## config.mk

```make
export PLATFORM = sky130hd
export DESIGN_NAME = rootclk_slice
export DESIGN_NICKNAME = d
export VERILOG_FILES = /design/src/rtl/rootclk_pkg.sv /design/src/rtl/rootclk_regs.sv /design/src/rtl/rootclk_handover.sv /design/src/rtl/rootclk_div_stage.sv /design/src/rtl/rootclk_gate.sv /design/src/rtl/rootclk_slice.sv
export SDC_FILE = /design/constraint.sdc
export NUM_CORES = 1
export LEC_CHECK = 0
export ABC_CLOCK_PERIOD_IN_PS = 3300
export BUFFER_PORTS_ARGS = -buffer_cell sky130_fd_sc_hd__buf_2
export CAP_MARGIN = 20
export CORE_MARGIN = 4
export CORE_UTILIZATION = 39
export DETAILED_ROUTE_END_ITERATION = 12
export PLACE_DENSITY = 0.71
export REMOVE_ABC_BUFFERS = 1
export SYNTH_ARGS = -nofsm -noshare
export SYNTH_HDL_FRONTEND = slang
export SYNTH_SLANG_ARGS = --single-unit
```

## constraint.sdc

```tcl
create_clock -name clk -period 3.3 [get_ports clk]
set_input_delay 0.66 -clock clk [delete_from_list [all_inputs] [get_ports clk]]
set_output_delay 0.66 -clock clk [all_outputs]
set_load 0.03 [all_outputs]
```

## src/rtl/rootclk_pkg.sv

```systemverilog
package rootclk_pkg;
  localparam int CFG_W        = 32;
  localparam int SEL_LSB      = 24;
  localparam int SEL_W        = 3;
  localparam int PRE_LSB      = 16;
  localparam int PRE_W        = 3;
  localparam int POST_LSB     = 0;
  localparam int POST_W_FULL  = 6;
  localparam int POST_W_CORE  = 3;
  localparam int GATE_BIT     = 28;
  localparam int SEL_SPAN     = 1 << SEL_W;

  function automatic int post_width(bit core);
    return core ? POST_W_CORE : POST_W_FULL;
  endfunction

  function automatic logic [CFG_W-1:0] field_mask(int lsb, int width);
    logic [CFG_W-1:0] m;
    m = '0;
    for (int i = 0; i < width; i++) m[lsb+i] = 1'b1;
    return m;
  endfunction

  function automatic logic [CFG_W-1:0] impl_mask(bit core);
    logic [CFG_W-1:0] m;
    m = field_mask(GATE_BIT, 1) | field_mask(SEL_LSB, SEL_W)
      | field_mask(POST_LSB, post_width(core));
    if (!core) m = m | field_mask(PRE_LSB, PRE_W);
    return m;
  endfunction
endpackage

```

## src/rtl/rootclk_regs.sv

```systemverilog
module rootclk_regs
  import rootclk_pkg::*;
#(
  parameter bit CORE = 1'b0,
  localparam int PW = post_width(CORE)
) (
  input  logic             clk,
  input  logic             rst_n,
  input  logic             wr_en,
  input  logic [CFG_W-1:0] wr_data,
  output logic [CFG_W-1:0] rd_data,
  output logic             gate_en,
  output logic [PRE_W-1:0] pre_m1,
  output logic [PW-1:0]    post_m1,
  output logic [SEL_W-1:0] want_sel,
  output logic             sel_match
);
  localparam logic [CFG_W-1:0] MASK = impl_mask(CORE);

  logic [CFG_W-1:0] cfg_q;
  logic [SEL_W-1:0] sel_a_q, sel_b_q;
  logic             turn_b_q;   // 0: A is written next, 1: B is written next

  always_ff @(posedge clk) begin
    if (!rst_n) begin
      cfg_q    <= '0;
      sel_a_q  <= '0;
      sel_b_q  <= '0;
      turn_b_q <= 1'b0;
    end else if (wr_en) begin
      cfg_q    <= wr_data & MASK;
      turn_b_q <= ~turn_b_q;
      if (turn_b_q) sel_b_q <= wr_data[SEL_LSB +: SEL_W];
      else          sel_a_q <= wr_data[SEL_LSB +: SEL_W];
    end
  end

  assign rd_data   = cfg_q;
  assign gate_en   = cfg_q[GATE_BIT];
  assign pre_m1    = cfg_q[PRE_LSB +: PRE_W];
  assign post_m1   = cfg_q[POST_LSB +: PW];
  assign want_sel  = turn_b_q ? sel_a_q : sel_b_q;
  assign sel_match = (sel_a_q == sel_b_q);

  assert_turn_alternates_R3: assert property (@(posedge clk) disable iff (!rst_n)
    wr_en |=> (turn_b_q != $past(turn_b_q)));

  assert_target_follows_write_R3: assert property (@(posedge clk) disable iff (!rst_n)
    wr_en |=> (want_sel == $past(wr_data[SEL_LSB +: SEL_W])));
endmodule

```

## src/rtl/rootclk_handover.sv

```systemverilog
module rootclk_handover
  import rootclk_pkg::*;
#(
  parameter int NUM_SRC = 8
) (
  input  logic               clk,
  input  logic               rst_n,
  input  logic [NUM_SRC-1:0] src_i,
  input  logic [SEL_W-1:0]   want_sel,
  output logic               sel_lvl
);
  logic [SEL_SPAN-1:0] src_ext;
  logic [SEL_W-1:0]    cur_q;
  logic                new_lvl;

  generate
    if (NUM_SRC < SEL_SPAN) begin : g_pad
      assign src_ext = {{(SEL_SPAN-NUM_SRC){1'b0}}, src_i};
    end else begin : g_full
      assign src_ext = src_i[SEL_SPAN-1:0];
    end
  endgenerate

  assign sel_lvl = src_ext[cur_q];
  assign new_lvl = src_ext[want_sel];

  always_ff @(posedge clk) begin
    if (!rst_n)
      cur_q <= '0;
    else if (cur_q != want_sel && !sel_lvl && !new_lvl)
      cur_q <= want_sel;
  end

  assert_switch_on_low_R4: assert property (@(posedge clk) disable iff (!rst_n)
    (cur_q != $past(cur_q)) |-> (!$past(sel_lvl) && !$past(new_lvl)));

  assert_switch_to_target_R4: assert property (@(posedge clk) disable iff (!rst_n)
    (cur_q != $past(cur_q)) |-> (cur_q == $past(want_sel)));
endmodule

```

## src/rtl/rootclk_div_stage.sv

```systemverilog
module rootclk_div_stage #(
  parameter int W = 3
) (
  input  logic         clk,
  input  logic         rst_n,
  input  logic         in_lvl,
  input  logic [W-1:0] ratio_m1,
  output logic         out_lvl
);
  logic         in_d, out_q;
  logic [W-1:0] cnt_q, eff_q;
  logic         rise, term;
  logic [W-1:0] cnt_nx, eff_nx;
  logic [W:0]   half_nx;

  assign rise    = in_lvl & ~in_d;
  assign term    = (cnt_q == eff_q);
  assign cnt_nx  = term ? '0 : cnt_q + 1'b1;
  assign eff_nx  = term ? ratio_m1 : eff_q;
  assign half_nx = ({1'b0, eff_nx} + (W+1)'(2)) >> 1;

  always_ff @(posedge clk) begin
    if (!rst_n) begin
      in_d  <= 1'b0;
      cnt_q <= '0;
      eff_q <= '0;
      out_q <= 1'b0;
    end else begin
      in_d <= in_lvl;
      if (rise) begin
        cnt_q <= cnt_nx;
        eff_q <= eff_nx;
        out_q <= ({1'b0, cnt_nx} < half_nx);
      end else if (eff_q == '0) begin
        out_q <= in_lvl;
      end
    end
  end

  assign out_lvl = out_q;

  assert_count_bounded_R8: assert property (@(posedge clk) disable iff (!rst_n)
    cnt_q <= eff_q);

  assert_ratio_loads_at_terminal_R8: assert property (@(posedge clk) disable iff (!rst_n)
    (eff_q != $past(eff_q)) |-> ($past(rise) && $past(cnt_q == eff_q)));

  assert_hold_between_edges_R6: assert property (@(posedge clk) disable iff (!rst_n)
    (!rise && eff_q != '0) |=> $stable(out_q));
endmodule

```

## src/rtl/rootclk_gate.sv

```systemverilog
module rootclk_gate (
  input  logic clk,
  input  logic rst_n,
  input  logic div_lvl,
  input  logic enable,
  output logic clk_o
);
  logic gate_q;

  always_ff @(posedge clk) begin
    if (!rst_n)        gate_q <= 1'b0;
    else if (!div_lvl) gate_q <= enable;
  end

  assign clk_o = div_lvl & gate_q;

  assert_gate_moves_when_low_R9: assert property (@(posedge clk) disable iff (!rst_n)
    (gate_q != $past(gate_q)) |-> !$past(div_lvl));
endmodule

```

## src/rtl/rootclk_slice.sv

```systemverilog
module rootclk_slice
  import rootclk_pkg::*;
#(
  parameter int NUM_SRC = 8,
  parameter bit CORE    = 1'b0
) (
  input  logic               clk,
  input  logic               rst_n,
  input  logic [NUM_SRC-1:0] src_i,
  input  logic               wr_en,
  input  logic [CFG_W-1:0]   wr_data,
  output logic [CFG_W-1:0]   rd_data,
  output logic               sel_match,
  output logic               clk_o
);
  localparam int PW = post_width(CORE);

  logic             gate_en, sel_lvl, pre_lvl, post_lvl;
  logic [PRE_W-1:0] pre_m1, pre_use;
  logic [PW-1:0]    post_m1;
  logic [SEL_W-1:0] want_sel;

  rootclk_regs #(.CORE(CORE)) u_regs (
    .clk(clk), .rst_n(rst_n), .wr_en(wr_en), .wr_data(wr_data),
    .rd_data(rd_data), .gate_en(gate_en), .pre_m1(pre_m1),
    .post_m1(post_m1), .want_sel(want_sel), .sel_match(sel_match)
  );

  rootclk_handover #(.NUM_SRC(NUM_SRC)) u_handover (
    .clk(clk), .rst_n(rst_n), .src_i(src_i), .want_sel(want_sel),
    .sel_lvl(sel_lvl)
  );

  generate
    if (CORE) begin : g_core
      assign pre_use = '0;
    end else begin : g_full
      assign pre_use = pre_m1;
    end
  endgenerate

  rootclk_div_stage #(.W(PRE_W)) u_pre (
    .clk(clk), .rst_n(rst_n), .in_lvl(sel_lvl), .ratio_m1(pre_use),
    .out_lvl(pre_lvl)
  );

  rootclk_div_stage #(.W(PW)) u_post (
    .clk(clk), .rst_n(rst_n), .in_lvl(pre_lvl), .ratio_m1(post_m1),
    .out_lvl(post_lvl)
  );

  rootclk_gate u_gate (
    .clk(clk), .rst_n(rst_n), .div_lvl(post_lvl), .enable(gate_en),
    .clk_o(clk_o)
  );

  assert_off_means_low_R9: assert property (@(posedge clk) disable iff (!rst_n)
    ($past(rd_data[GATE_BIT]) == 1'b0 && $past(clk_o) == 1'b0) |-> !clk_o);
endmodule

```

Word level (Yosys, flattened, before mapping). Cells that the tools add are included.

Output and inout port bits: 34. Register bits: 46.

Magnitude comparators: 4. Reduce and logical (&&, ||, !) cells: 10. Muxes and demuxes: 13. Equality and inequality tests: 4. Add/subtract/negate cells: 4. Bitwise operators: 6.

Operators with widths (count): $mux 6 (2); $mux 3 (3); $lt 3x4->1 const B (2); $add 6x2->7 const B (1); $add 6x1->6 const B (1); $bmux 1 s3 (2); $eq 3x3->1 (2); $eq 6x6->1 (1); $logic_not 6->1 (1); $lt 6x6->1 (1); $mux 1 (6); $add 3x2->4 const B (1); $reduce_and 2->1 (2); $reduce_bool 2->1 (2); $add 3x1->3 const B (1); $and 1x1->1 (3); $logic_not 3->1 (1); $lt 3x3->1 (1); $ne 3x3->1 (1); $not 1->1 (3); $logic_and 1x1->1 (2); $logic_not 1->1 (2).

Logic depth before layout (Yosys ltp).
Word-level depth: 5. Mapped depth: 13. Mapped depth without buffers: 12.

Modules after synthesis. From an unflattened synthesis, not the netlist that was laid out.

Cell total of the unflattened synthesis: 313. Area, all modules: 2967.8 sq um.

By module, submodules not included: rootclk_regs (area each 1076.0 sq um, cells each 107, sequential area each 400.4 sq um, instances 1); rootclk_div_stage at u_post (area each 1059.8 sq um, cells each 119, sequential area each 280.3 sq um, instances 1); rootclk_div_stage at u_pre (area each 516.7 sq um, cells each 58, sequential area each 160.2 sq um, instances 1); rootclk_handover (area each 271.5 sq um, cells each 25, sequential area each 60.1 sq um, instances 1); rootclk_gate (area each 43.8 sq um, cells each 4, sequential area each 20.0 sq um, instances 1).

Worst setup path before layout. OpenSTA, ideal clock, no wires.

Kind: register to register. Start point: reg u_post.eff_q[2]. End point: reg u_post.out_q, in the netlist u_post.out_lvl. Cell stages (with the launch flop): 14. Path buffers: 1. Path slack: 235 ps. Arrival time: 2996 ps. Period minus slack after synthesis: 3065 ps. Cell sequence: dfxtp_1 xor2_1 nor4_4 and2_2 buf_6 mux2_2 ha_1 xor2_1 ha_1 a21o_1 a21o_1 a2111oi_0 nand2b_1 o21ai_1.

Longest elaborated chain between the ends: 5.

Ends and longest elaborated chain: start, declared (line rootclk_div_stage.sv:11) `logic [W-1:0] cnt_q, eff_q;`; start signal, assigned (line rootclk_div_stage.sv:32) `eff_q <= eff_nx;`; $eq 6x6->1 (line rootclk_div_stage.sv:17) `assign term = (cnt_q == eff_q);`; $mux 6 * (line rootclk_div_stage.sv:19) `assign eff_nx = term ? ratio_m1 : eff_q;`; net u_post.eff_nx[2] (line rootclk_div_stage.sv:13) `logic [W-1:0] cnt_nx, eff_nx;`; $add 6x2->7 * (line rootclk_div_stage.sv:20) `assign half_nx = ({1'b0, eff_nx} + (W+1)'(2)) >> 1;`; $lt 6x6->1 * (line rootclk_div_stage.sv:33) `out_q <= ({1'b0, cnt_nx} < half_nx);`; $mux 1 * (line rootclk_div_stage.sv:30) `if (rise) begin`; end signal, assigned (line rootclk_div_stage.sv:33); end signal, assigned (line rootclk_div_stage.sv:35) `out_q <= in_lvl;`; end, declared (line rootclk_div_stage.sv:10) `logic in_d, out_q;`.

The timed path passes the listed nets; every way through them passes the cells marked *. A chain may end at the register's enable or synchronous reset.

Worst setup path after layout.
Start point: reg u_post.eff_q[1]. End point: reg u_post.out_q, in the netlist u_post.out_lvl.

The elaborated chain is that of the path after synthesis.

==> results.toml <==
[logic_synthesis]
yosys.area_share.adder_pct = 5.03
synth_top_family_by_area = "multiplexers"
synth_compound_area_share_pct = 10.3
ys_types = 49
syn_area_um2 = 2740
yosys_most_used_dff = "dfxtp_1"
synth_warnings = 0
syn_area_per_cell_um2 = 9.06
async_flop_share_pct = 0
synthSimpleGateAreaFrac_pct = 16.7
synth_mux_area_share_pct = 18.6
synth_xor_area_share_pct = 7.04
ys_seq_elements = 46
synthCells = 302
ys_seq_area_share_pct = 33.7
synth-edff-count = 0

[layout]
antenna_cells = 0
fin_util_pct = 46.4
area_growth_pct = 15.3
fin_nets = 402
finish.instance_area_um2 = 3150
drive_gt1_share_pct = 22.3
layoutNonFillerInstCount = 445

[power]
seq_power_share_pct = 45.6
pwr-share-comb_pct = 22.6
peakVddDrop_mv = 0.292
netSwitchingPower_uw = 395
cellLeakagePower_uw = 0.00143
p_per_area_nw_per_um2 = 421
clkPwrFrac_pct = 31.8
p_int_uw = 932
switching_share_pct = 29.7
power_uw = 1330

[cts]
numCtsBuffers = 5
cts.htree.levels = 2
cts_tree = "done"
hold_buffers = 0
cts.sinks = 46
max-clock-path-buffers = 2
clk_latency_ps = 300
clk_transition_reported_paths_ps = 80
cts-root-buf = "clkbuf_8"

[detailed_routing]
final_antenna_net_count = 0
vias = 2154
routed_via_density = 4.84
postRouteWirelength_um = 5670
dr.pass1.iters = 4
first_iter_violations = 78
drcViolationCount = 0
wl_per_cell_um = 12.7

[worst_setup_path]
cp-start-kind = "flip-flop"
cp-end-kind = "flip-flop"
cp.required_ps = 3540
critPathKind = "reg2reg"
r2r-start = "u_post.eff_q[1]"
path_max_fanout = 5
cp.arrival_ps = 3360
setup.worst_path.start = "u_post.eff_q[1]"

[sta]
hold_violations = 0
finalMaxSlewViolations = 0
fin_crit_sh_pct = 94.5
skew_ps = 2.27
post-route-min-period_ps = 3120
final-setup-viol-count = 0
tightest_slew_ps = 767
fmax_ghz = 0.321
max_slew_margin_pct = 48.8

[global_routing]
grt.total_usage_pct = 13.8
grt_pass1_vias = 2061
grt-ovfl-total = 0
grt_start_max_net_pins = 23
grt_first_pass_wirelength_um = 9600
antenna_found_initial = 0

[placement]
place.port_buffers = 38
hpwl_um = 4190
dpl_cell_area_um2 = 2990
gp_congestion = 0.855
dp_cells = 433

[floorplan]
std_cell_rows = 30
chipHeight_um = 91.7
die_area_um2 = 8420
die_w_um = 91.7
core-area_um2 = 6790
pin_count = 77
start_util_pct = 40.3

[hold_path]
worstHoldPathType = "reg2reg"
hold_start = "u_regs.sel_b_q[1]"

[job]
cap_violations = 0

[status]
outcome = "complete, no violations"
==> power by group through the flow <==
stage	logic, uW	registers, uW	clock network (uW)
final	300	605	422
after global routing	330	609	456
after CTS	286	605	441
after detailed placement	285	618	0
after global placement	279	617	0
after floorplan	185	630	0
==> final timing paths <==
| check | cells past startpoint | endpoint | slack, ps |
|---|---|---|---|
| setup / recovery | 14 | u_post.out_lvl | 180 |
| hold / removal | 2 | u_regs.sel_b_q[1] | 480 |
| setup reg to reg | 14 | u_post.out_lvl | 180 |
| hold reg to reg | 2 | u_regs.sel_b_q[1] | 480 |
==> through the flow <==
stage / worst slack (ps) / TNS, ps / hold slack, ps
CTS: 75.8 / 0 / 487
finish: 181 / 0 / 482
floorplan: 14.2 / 0 / 458
global placement: 154 / 0 / 469
global route: -22.6 / -22.6 / 527
detailed placement: 120 / 0 / 474
==> final cells by class <==
type / count / area (um^2)
fill: 658 / 3640
multi-input combinational: 235 / 1670
sequential: 46 / 922
timing repair buffer: 53 / 303
tap: 96 / 120
clock buffer: 6 / 72.6
clock inverter: 2 / 37.5
inverter: 7 / 26.3
==> flip-flops by register name, summed over array words and instances, names as in the netlist <==
register and flops:
u_handover.cur_q 3, u_regs.turn_b_q 1, u_pre.cnt_q 3, u_post.eff_q 6, u_pre.in_d 1, u_pre.eff_q 3, u_post.in_d 1, u_regs.sel_a_q 3
u_regs.sel_b_q 3, u_regs.rd_data 13, u_post.cnt_q 6, u_post.out_lvl 1, u_gate.gate_q 1, u_pre.out_lvl 1
==> metal layers <==
layer	vias to the layer above	GRT usage, %	wire (um)
met1	999	17.6	2540
met2	44	23.7	2840
met3	6	2.54	234
met5	-	0	0
met4	0	4.21	63
li1	1105	-	-
==> cells in the mapped netlist (2+ instances only) <==
master / n / area share (%)
mux2i_1: 31 / 11
nand3_1: 5 / 0.91
nand2_1: 20 / 2.7
nor3_1: 3 / 0.55
a21o_1: 2 / 0.55
inv_1: 7 / 0.96
nand2b_1: 5 / 1.1
o21ai_1: 2 / 0.37
mux2_2: 6 / 2.5
buf_1: 2 / 0.27
buf_4: 20 / 5.5
and4_1: 2 / 0.64
and3_1: 4 / 0.91
o21ai_0: 8 / 1.5
or3_1: 2 / 0.46
a21oi_1: 22 / 4.0
nand3b_1: 6 / 1.6
xor2_1: 11 / 3.5
dfxtp_1: 46 / 34
and2_1: 3 / 0.69
clkbuf_1: 6 / 0.82
buf_2: 3 / 0.55
a311oi_1: 2 / 0.64
xnor2_1: 11 / 3.5
ha_1: 11 / 5.0
nor2_1: 35 / 4.8
nor2b_1: 2 / 0.46
mux4_2: 4 / 3.3
==> cells in the final DEF (no fill, tap or decap), drive strengths merged, types with 7 or more instances in the layout <==
cell type,instances
buf,53
mux2,8
a21oi,22
o21ai,10
inv,7
nand2,20
xnor2,11
mux2i,32
ha,11
dfxtp,46
conb,19
xor2,11
nor2,35
==> worst max-delay path, stage by stage, from the launching register on <==
cell,delay [ps]
dfxtp_2,350
xor2_1,180
nor4_4,360
buf_4,190
a21boi_1,70
or2_2,280
ha_1,230
xor2_1,170
ha_1,200
a21o_1,150
a21o_1,200
a2111oi_4,340
buf_4,170
nand2b_1,50
o21ai_1,120
==> cell families (layout without fill, tap and decap cells) <==
group / after synthesis / after routing
AO/OA/AOI/OAI: 47 / 47
XOR/XNOR: 22 / 22
adder cells (fa/ha/maj): 11 / 11
buffers and inverters: 39 / 68
flip-flops: 46 / 46
multiplexers: 44 / 44
other: 1 / 19
AND/OR/NAND/NOR: 92 / 92
==> what timing repair did <==
action                     in CTS  in global routing
buffers inserted                0                  4
setup endpoints to repair       0                  1
gates resized for setup         0                  5
Note: power is estimated with default switching activity, not from simulation.
